**config.mk**
```make
export PLATFORM = sky130hd
export DESIGN_NAME = idle_pwrdn_ctrl
export DESIGN_NICKNAME = d
export VERILOG_FILES = /design/src/rtl/apd_pkg.sv /design/src/rtl/apd_sync.sv /design/src/rtl/apd_activity.sv /design/src/rtl/apd_idle_cnt.sv /design/src/rtl/idle_pwrdn_ctrl.sv
export SDC_FILE = /design/constraint.sdc
export NUM_CORES = 1
export LEC_CHECK = 0
export BUFFER_PORTS_ARGS = -buffer_cell sky130_fd_sc_hd__buf_4
export CORE_AREA = 3 3 40 42
export CTS_CLUSTER_SIZE = 30
export DETAILED_ROUTE_END_ITERATION = 16
export DIE_AREA = 0 0 43 45
export GPL_ROUTABILITY_DRIVEN = 0
export GPL_TIMING_DRIVEN = 0
export SKIP_LAST_GASP = 1
export SLEW_MARGIN = 20
export SYNTH_ARGS = -nofsm -noshare
export SYNTH_HDL_FRONTEND = slang
export SYNTH_SLANG_ARGS = --single-unit
export TNS_END_PERCENT = 5
```
**constraint.sdc**
```tcl
create_clock -name clk_tmo -period 1.05 [get_ports clk_tmo]
set_input_delay 0.21 -clock clk_tmo [delete_from_list [all_inputs] [get_ports clk_tmo]]
set_output_delay 0.21 -clock clk_tmo [all_outputs]
set_load 0.01 [all_outputs]
```
**src/rtl/apd_pkg.sv**
```systemverilog
package apd_pkg;
  // Activity events seen in the timeout-clock domain
  typedef struct packed {
    logic strobe_edge;  // synchronized strobe changed level
    logic wake_fall;    // synchronized wake input went 1 -> 0
  } apd_evt_t;
endpackage

```
**src/rtl/apd_sync.sv**
```systemverilog
module apd_sync #(
  parameter int STAGES = 2
) (
  input  logic clk,
  input  logic rst,
  input  logic d,
  output logic q
);
  logic [STAGES-1:0] chain;

  always_ff @(posedge clk) begin
    if (rst) chain <= '0;
    else     chain <= {chain[STAGES-2:0], d};
  end

  assign q = chain[STAGES-1];
endmodule

```
**src/rtl/apd_activity.sv**
```systemverilog
module apd_activity
  import apd_pkg::*;
(
  input  logic     clk,
  input  logic     rst,
  input  logic     strobe_s,
  input  logic     wake_s,
  output apd_evt_t evt
);
  logic strobe_q;
  logic wake_q;

  always_ff @(posedge clk) begin
    if (rst) begin
      strobe_q <= 1'b0;
      wake_q   <= 1'b0;
    end else begin
      strobe_q <= strobe_s;
      wake_q   <= wake_s;
    end
  end

  always_comb begin
    evt.strobe_edge = strobe_s ^ strobe_q;
    evt.wake_fall   = wake_q & ~wake_s;
  end
endmodule

```
**src/rtl/apd_idle_cnt.sv**
```systemverilog
module apd_idle_cnt
  import apd_pkg::*;
#(
  parameter int CNT_W = 4
) (
  input  logic             clk,
  input  logic             rst,
  input  logic             en,
  input  apd_evt_t         evt,
  output logic [CNT_W-1:0] cnt,
  output logic             pd,
  output logic             gate
);
  localparam logic [CNT_W-1:0] CNT_TOP  = '1;
  localparam logic [CNT_W-1:0] CNT_LAST = CNT_TOP - 1'b1;

  logic [CNT_W-1:0] cnt_q, cnt_nx;
  logic             pd_q, pd_nx, gate_q;

  always_comb begin
    cnt_nx = cnt_q;
    pd_nx  = pd_q;
    if (!en) begin
      cnt_nx = '0;
      pd_nx  = 1'b0;
    end else if (pd_q) begin
      if (evt.strobe_edge || evt.wake_fall) begin
        cnt_nx = '0;
        pd_nx  = 1'b0;
      end
    end else if (evt.strobe_edge) begin
      cnt_nx = '0;
    end else if (cnt_q == CNT_LAST) begin
      cnt_nx = CNT_TOP;
      pd_nx  = 1'b1;
    end else begin
      cnt_nx = cnt_q + 1'b1;
    end
  end

  always_ff @(posedge clk) begin
    if (rst) begin
      cnt_q  <= '0;
      pd_q   <= 1'b0;
      gate_q <= 1'b0;
    end else begin
      cnt_q  <= cnt_nx;
      pd_q   <= pd_nx;
      gate_q <= pd_nx;
    end
  end

  assign cnt  = cnt_q;
  assign pd   = pd_q;
  assign gate = gate_q;
endmodule

```
**src/rtl/idle_pwrdn_ctrl.sv**
```systemverilog
module idle_pwrdn_ctrl
  import apd_pkg::*;
#(
  parameter int CNT_W       = 4,
  parameter int SYNC_STAGES = 2
) (
  input  logic clk_tmo,
  input  logic rst,
  input  logic apd_en,
  input  logic bus_strobe,
  input  logic wake_sel,
  output logic pwr_dn,
  output logic bus_gate_off
);
  logic             strobe_s;
  logic             wake_s;
  apd_evt_t         evt;
  logic [CNT_W-1:0] idle_cnt;

  apd_sync #(.STAGES(SYNC_STAGES)) u_sync_strobe (
    .clk(clk_tmo), .rst(rst), .d(bus_strobe), .q(strobe_s)
  );

  apd_sync #(.STAGES(SYNC_STAGES)) u_sync_wake (
    .clk(clk_tmo), .rst(rst), .d(wake_sel), .q(wake_s)
  );

  apd_activity u_act (
    .clk(clk_tmo), .rst(rst), .strobe_s(strobe_s), .wake_s(wake_s), .evt(evt)
  );

  apd_idle_cnt #(.CNT_W(CNT_W)) u_cnt (
    .clk(clk_tmo), .rst(rst), .en(apd_en), .evt(evt),
    .cnt(idle_cnt), .pd(pwr_dn), .gate(bus_gate_off)
  );
endmodule

```
# Word level (Yosys, flattened, before mapping)
# Index checks and enable logic that the tools add are counted.
# op_classes
n_addsub	1
n_eq_ne	2
mux	8
n_bitwise	4
reduce_logical	2
# op_table
op	n
$mux W4	4
$add A4 B1 Y4 const B	1
$eq A4 B4 Y1 const B	1
$mux W1	4
$ne A2 B2 Y1 const B	1
$not A1 Y1	2
$reduce_or A2 Y1	1
$and A1 B1 Y1	1
$logic_or A1 B1 Y1	1
$xor A1 B1 Y1	1
# totals
register_bits	11
output_inout_bits	2
word_cells	23

# Logic depth before layout (Yosys ltp)
# Gate-level depths: netlist of the first run.
# depth
depth_word	5
mapped_depth	5
ltp_nobuf	5

# Cells and area by module
# From an unflattened synthesis of the first run, not the netlist that was laid out.
# hier_totals
cells_unflattened	42
area_unflattened_um2	432.9
# modules_own_cells
module	n_inst	cells_each	area_each_um2
apd_idle_cnt	1	28	260.2
apd_sync	2	4	52.6
apd_activity	1	6	67.6

# Worst setup path after synthesis of the first run
# Ideal clock, no wire load.
# synth_path
path_type	reg2reg
start	register u_cnt.cnt_q[0], in the netlist u_cnt.cnt[0]
end	register u_cnt.cnt_q[0], in the netlist u_cnt.cnt[0]
setup_time_ps	122
arrival_time_ps	1017
required_ps	928
setup_slack_ps	-90
stages_incl_launch_ff	6
n_path_buf	0
period_less_slack_ps	1140
cell_sequence	dfxtp_1 inv_1 ha_1 and3_1 o211ai_1 a21oi_1
# synth_between
elab_chain_cells	4
elab_cells_between_ends	5
classes_between	1 x add/sub; 1 x eq/ne; 3 x mux
# synth_lines
element	line_no	rtl
start, declared	apd_idle_cnt.sv:17	logic [CNT_W-1:0] cnt_q, cnt_nx;
start signal, assigned	apd_idle_cnt.sv:47	cnt_q <= cnt_nx;
$add A4 B1 Y4 or $eq A4 B4 Y1 (tied branches)	apd_idle_cnt.sv:37, apd_idle_cnt.sv:33	
$mux W4 (*)	apd_idle_cnt.sv:33	end else if (cnt_q == CNT_LAST) begin
$mux W4 (*)	apd_idle_cnt.sv:31	end else if (evt.strobe_edge) begin
$mux W4 (*)	apd_idle_cnt.sv:26	end else if (pd_q) begin
# Mark *: on every way between the ends. The rest lies on a longest branch, timed or not.
# A chain may end at the register's enable or synchronous reset.

# Final worst setup path of the first run
# Same ends and word-level chain as after synthesis.

==> summary.md, run 1 <==
| Metric | Value |
|---|---|
| Initial DRC Count | 13 |
| Die height | 45 um |
| Crit-path cells | inv_2, ha_4, and3_4, o211ai_1, a21oi_1 |
| CTS tree | done |
| Top cell type's share of synthesized area | 47.8% |
| Routed wire length | 841 um |
| Largest net degree at the start of global routing | 9 |
| Worst Path Buf+Inv | 1 |
| Nets | 68 |
| Pre-Repair DR Iteration Count | 4 |
| Max Clock Freq | 908 MHz |
| Number of port buffers | 6 |
| Tightest Pin Transition | 0.222 ns |
| DRC | 0 |
| Sink Count | 11 |
| Antenna diodes | 0 |
| Fin crit period | 1.10 ns |
| Crit path depth | 5 |
| Static leakage | 0.226 nW |
| Clk_skew | 0.00346 ns |
| CP Capture Type | register |
| Hold Crit Class | primary input to register |
| Worst reg2reg startpoint | u_cnt.cnt[0]$_SDFFE_PP0P_ |
| Dpl cell area | 543 um2 |
| Overflow after GRT | 0 |
| R2r endpoint | u_cnt.cnt[0]$_SDFFE_PP0P_ |
| CTS Hold Bufs | 0 |
| Max clock buf depth | 2 |
| Power per cell area | 1310 nW/um2 |
| Post-Syn Nets | 54 |
| Worst r2r path cells | 5 |
| Die width | 43 um |
| Root Driver | clkbuf_4 |
| Worst setup path class | register to register |
| H-tree depth | 1 |
| Cells after synthesis | 47 |
| Post-synth EDFFs | 0 |
| Crit share post-route | 105% |
| Critical path data arrival time | 1.25 ns |
| WL per Instance | 11.2 um |
| Worst VDD drop | 0.619 mV |
| Worst setup endpoint | u_cnt.cnt[0]$_SDFFE_PP0P_ |
| Slowest CP cell | dfxtp_4 |
| Failing checks | setup timing |
| Power, Total | 0.793 mW |
| Synth Warn # | 0 |
| Asr flop ratio synth | 0% |
| Starting density of the core | 35.8% |
| Setup crit start kind | register |
| Worst setup path startpoint | u_cnt.cnt[0]$_SDFFE_PP0P_ |
| DP Wirelength | 591 um |
| Share of cells above drive strength 1 | 31.7% |
| Filler cells | 129 |
| Final Cell Area | 607 um2 |
| Vias | 375 |
| Sequential cell area | 225 um2 |
| Ys flop type | dfxtp_1 |
| Yosys top cell by area | dfxtp_1 |
| Clk slew on worst S/H paths | 0.07 ns |
| RSZ-0062 raised after global routing | true |
| Synth Register Bits | 11 |
| CP peak stage delay | 0.37 ns |
| Max-slew headroom | 85.0% |
| Max Slew Vio Count | 0 |
| Outcome | finished with violations |
| TritonCTS buffer count | 3 |
| Vias in the first global route | 349 |
| Crit-path leading delay family | flip-flops |
| Io pins | 7 |
| # setup viols final | 6 |
| Total Routing Usage GR | 9.53% |
| Required time worst endpoint | 1.20 ns |
| Area delta synth->final | 31.8% |
| Post-route worst setup slack | -0.0518 ns |
| Hold Path Origin | rst |
| Commonest cells in the netlist | dfxtp_1, nor2b_1, a21oi_1 |
| Top post-synthesis cells by area | dfxtp_1, nor2b_1, ha_1 |
| Library cells used by synthesis | 17 |
| First-pass GRT wire length | 1330 um |
| Cell with the most instances after synthesis | dfxtp_1 |
| Cell area after synthesis | 460 um2 |
| Mean Syn Cell Area | 9.80 um2 |
| Register area share after synthesis | 47.8% |
| Final Hold Fails | 0 |
| Multi-input gate area | 250 um2 |
| Worst skew pair latency | 0.26 ns |
| Via density | 5.00 |
| Max-cap violation count | 0 |
| Reg2reg setup slack | -0.05 ns |
| Initial antenna violation count | 0 |
| Top fanout value on the critical path | 5 |
| Antenna Nets Post-Route | 0 |
| Core Rows | 13 |
| Core area | 1280 um2 |
| Die Area | 1940 um2 |
final cells by class:
| cell class | instances | share of cell area [%] |
|---|---|---|
| multi-input combinational | 32 | 41.2 |
| sequential | 11 | 37.1 |
| timing repair buffer | 9 | 11.1 |
| clock buffer | 4 | 4.33 |
| tap | 15 | 3.09 |
| inverter | 3 | 1.86 |
| buffer | 1 | 1.24 |
stage by stage:
step	cells	hold WS [ns]	utilization (%)	setup slack [ns]	TNS [ns]
final	75	0.150	47.2	-0.0518	-0.235
after global placement	68	0.415	42.3	-0.106	-0.221
after CTS	74	0.150	46.4	-0.0618	-0.238
after floorplan	47	0.282	-	-0.00715	-0.00730
after global routing	75	0.156	47.2	-0.107	-0.536
after detailed placement	68	0.430	42.3	-0.131	-0.246
what timing repair did:
item,4_1_cts,5_1_grt
resized for setup,2,1
setup buffers,2,1
pin swaps,3,1
setup endpoints to repair,7,6
endpoints found under the hold margin,0,0
worst reg2reg max path: cells and delay by family, from the launching register on:
family                   cells  cell delay [ns]
AO/OA/AOI/OAI                2             0.23
adder cells (fa/ha/maj)      1             0.15
AND/OR/NAND/NOR              1             0.18
flip-flops                   1             0.37
buffers and inverters        1             0.05
routing by layer:
metal,wire [um],track usage (%),vias up
li1,-,-,192
met1,378,9.76,172
met2,398,15.9,9
met3,50,3.59,2
met4,13,7.23,0
met5,0,0,-
registers in the layout, summed over array words and instances (netlist names):
register,flops
u_cnt.pd,1
u_cnt.cnt,4
u_act.wake_q,1
u_act.strobe_q,1
u_sync_wake.chain,2
u_sync_strobe.chain,2
logic make-up (layout without fill, tap and decap cells):
logic type      after synthesis  after routing  share of synthesized area (%)
simple gates                 19             19                           25.5
flops                        11             11                           47.8
xor+xnor                      1              1                           3.53
fa+ha+maj                     2              2                           5.43
compound gates               10             10                           13.6
buf+inv                       4             17                           4.08
layout by cell type, fill, tap and decap left out, types with 2 or more instances in the layout:
| master | Yosys | layout |
|---|---|---|
| a21oi_1 | 4 | 4 |
| dfxtp_1 | 11 | 9 |
| o211ai_1 | 2 | 2 |
| nand4_1 | 2 | 2 |
| clkbuf_4 | 0 | 3 |
| nor2b_1 | 7 | 7 |
| inv_1 | 3 | 2 |
| nand2b_1 | 3 | 3 |
| nand3_1 | 3 | 3 |
| buf_4 | 1 | 10 |
| nand3b_1 | 2 | 2 |
worst min-delay path by stage:
stage	end	slack, ns	cells after the start
floorplan	u_act.strobe_q$_SDFF_PP0_	0.28	1
global placement	u_sync_wake.chain[1]$_SDFF_PP0_	0.42	1
detailed placement	u_sync_wake.chain[0]$_SDFF_PP0_	0.43	2
CTS	u_act.wake_q$_SDFF_PP0_	0.15	2
global route	u_sync_strobe.chain[0]$_SDFF_PP0_	0.16	2
finish	u_act.strobe_q$_SDFF_PP0_	0.15	2
power breakdown:
group	total [mW]	leakage (nW)	switching, mW	internal (mW)
clock	0.285	0.0150	0.139	0.147
combinational	0.0677	0.120	0.0271	0.0405
sequential	0.440	0.0911	0.0108	0.429
total	0.793	0.226	0.177	0.617
No activity file was read; power rests on OpenSTA's default activity.
==> run 2, diff against run 1 <==
==> constraint.sdc (replaced) <==
create_clock -name clk_tmo -period 1.1 [get_ports clk_tmo]
set_input_delay 0.22 -clock clk_tmo [delete_from_list [all_inputs] [get_ports clk_tmo]]
set_output_delay 0.22 -clock clk_tmo [all_outputs]
set_load 0.01 [all_outputs]
==> summary.md, run 2 (same netlist as run 1, synthesis figures left out) <==
| Metric | Value |
|---|---|
| Outcome | finished with violations |
| Failing checks | setup timing |
| Worst VDD drop | 0.977 mV (+58%) |
| Placed Instances | 68 (unchanged) |
| Setup TNS | -0.0154 ns (+0.220 ns) |
| First-pass GRT wire length | 1380 um (+3.7%) |
| Antenna diodes | 0 (unchanged) |
| Die Area | 1940 um2 (unchanged) |
| Hold Crit Class | primary input to register |
| Clk slew on worst S/H paths | 0.07 ns (about the same) |
| H-tree depth | 1 (unchanged) |
| Most frequent cells in the layout | buf_4, dfxtp_1, nor2b_1 |
| Crit share post-route | 101% (-4.2 points) |
| Fin crit period | 1.11 ns (+0.00574 ns) |
| Overflow after GRT | 0 (unchanged) |
| Die width | 43 um (unchanged) |
| Power per cell area | 1240 nW/um2 (-5.1%) |
| Max Slew Vio Count | 0 (unchanged) |
| Sink Count | 11 (unchanged) |
| DP Wirelength | 545 um (-7.7%) |
| Largest register FFs | 4 (unchanged) |
| Io pins | 7 (unchanged) |
| Starting density of the core | 35.8% (unchanged) |
| Initial antenna violation count | 0 (unchanged) |
| Routed wire length | 866 um (+3.0%) |
| Total Routing Usage GR | 9.89% (+0.36 points) |
| Nets | 69 (+1.5%) |
| Layout Cells excl Fill | 76 (+1.3%) |
| CTS Hold Bufs | 0 (unchanged) |
| M1 wire length | 367 um (-2.9%) |
| Final Hold Fails | 0 (unchanged) |
| Met3 wire len | 73 um (+46%) |
| Clk_skew | 0.00271 ns (-0.000752 ns) |
| Critical path data arrival time | 1.26 ns (about the same) |
| Max-cap violation count | 0 (unchanged) |
| Die height | 45 um (unchanged) |
| RSZ-0062 raised after global routing | true |
| Post-route worst setup slack | -0.00757 ns (+0.0443 ns) |
| TritonCTS buffer count | 3 (unchanged) |
| Area delta synth->final | 33.4% |
| Metal2 WL | 408 um (+2.5%) |
| Largest net degree at the start of global routing | 10 (+1) |
| Worst setup path class | register to register |
| # setup viols final | 3 (-3) |
| Max-slew headroom | 83.8% (-1.2 points) |
| Number of port buffers | 6 (unchanged) |
| CP Capture Type | register |
| WL per Instance | 11.4 um (+1.6%) |
| CTS tree | done |
| Antenna Nets Post-Route | 0 (unchanged) |
| Static leakage | 0.234 nW (+3.4%) |
| Commonest non-fill, non-tap cell in the layout | buf_4 |
| Initial DRC Count | 0 (-13) |
| Tightest Pin Transition | 0.240 ns (+0.0179 ns) |
| Core area | 1280 um2 (unchanged) |
| Top fanout value on the critical path | 3 (-2) |
| Core Rows | 13 (unchanged) |
| Via density | 5.07 (+1.3%) |
| Top layer in use | met4 |
| Worst skew pair latency | 0.27 ns (about the same) |
| DRC | 0 (unchanged) |
| Finished Core Util | 47.8% (+0.58 points) |
| Max clock buf depth | 2 (unchanged) |
| Setup crit start kind | register |
| Max Clock Freq | 903 MHz (-0.52%) |
| Pre-Repair DR Iteration Count | 1 (-3) |
| Share of cells above drive strength 1 | 36.1% (+4.4 points) |
| Root Driver | clkbuf_4 |
| Required time worst endpoint | 1.26 ns (+0.06 ns) |
| Vias | 385 (+2.7%) |
| Post-Place Setup Slack | -0.0816 ns (+0.0494 ns) |
| Vias in the first global route | 338 (-3.2%) |
-- run 2: changes by cell type in the layout (fill, tap and decap cells not counted), sizes merged --
cell,change
buf,+1
clkbuf,-1
clkinv,+1
-- run 2: final cells by class --
cell class | instances | area (um2)
inverter | 3 | 11.3
fill | 132 | 671
sequential | 11 | 224
clock buffer | 3 | 22.5
timing repair buffer | 10 | 75.1
multi-input combinational | 32 | 250
tap | 15 | 18.8
buffer | 1 | 7.51
clock inverter | 1 | 5.00
-- run 2: worst max-delay path: stages (launching register included) --
cell and delay [ns]:
dfxtp_2 0.35, inv_2 0.05, ha_4 0.15, and3_4 0.18, o211ai_1 0.17, a21oi_1 0.09
-- run 2: worst paths after layout --
kind | startpoint | to | slack (ns) | cells past startpoint
hold reg to reg | u_sync_wake.chain[0]$_SDFF_PP0_ | u_sync_wake.chain[1]$_SDFF_PP0_ | 0.44 | 1
setup reg to reg | u_cnt.cnt[0]$_SDFFE_PP0P_ | u_cnt.cnt[0]$_SDFFE_PP0P_ | -0.008 | 5
hold / removal | rst | u_sync_strobe.chain[1]$_SDFF_PP0_ | 0.16 | 2
setup / recovery | u_cnt.cnt[0]$_SDFFE_PP0P_ | u_cnt.cnt[0]$_SDFFE_PP0P_ | -0.008 | 5
-- run 2: what timing repair did --
action                     CTS  global route
setup endpoints to repair    5             6
pin swaps                    0             4
gates resized for setup      2             5
setup buffers                1             3
gates cloned                 0             0
-- run 2: metrics by stage --
stage          hold slack [ns]  total power, mW  area (um2)
5_1_grt                  0.154            0.812         614
3_5_place_dp             0.425            0.477         531
3_3_place_gp             0.419            0.477         531
2_1_floorplan            0.292            0.456         467
4_1_cts                  0.153            0.761         578
6_report                 0.164            0.762         614
-- run 2: report_power, final --
part	switching, mW	internal [mW]
clock network	0.137	0.134
registers	0.00912	0.411
logic	0.0287	0.0417
total	0.175	0.587
-- run 2: layer usage --
metal	vias to the layer above	global-route usage, %
met2	13	16.8
met1	177	10.8
met3	2	7.17
met4	0	0
met5	-	0
li1	193	-
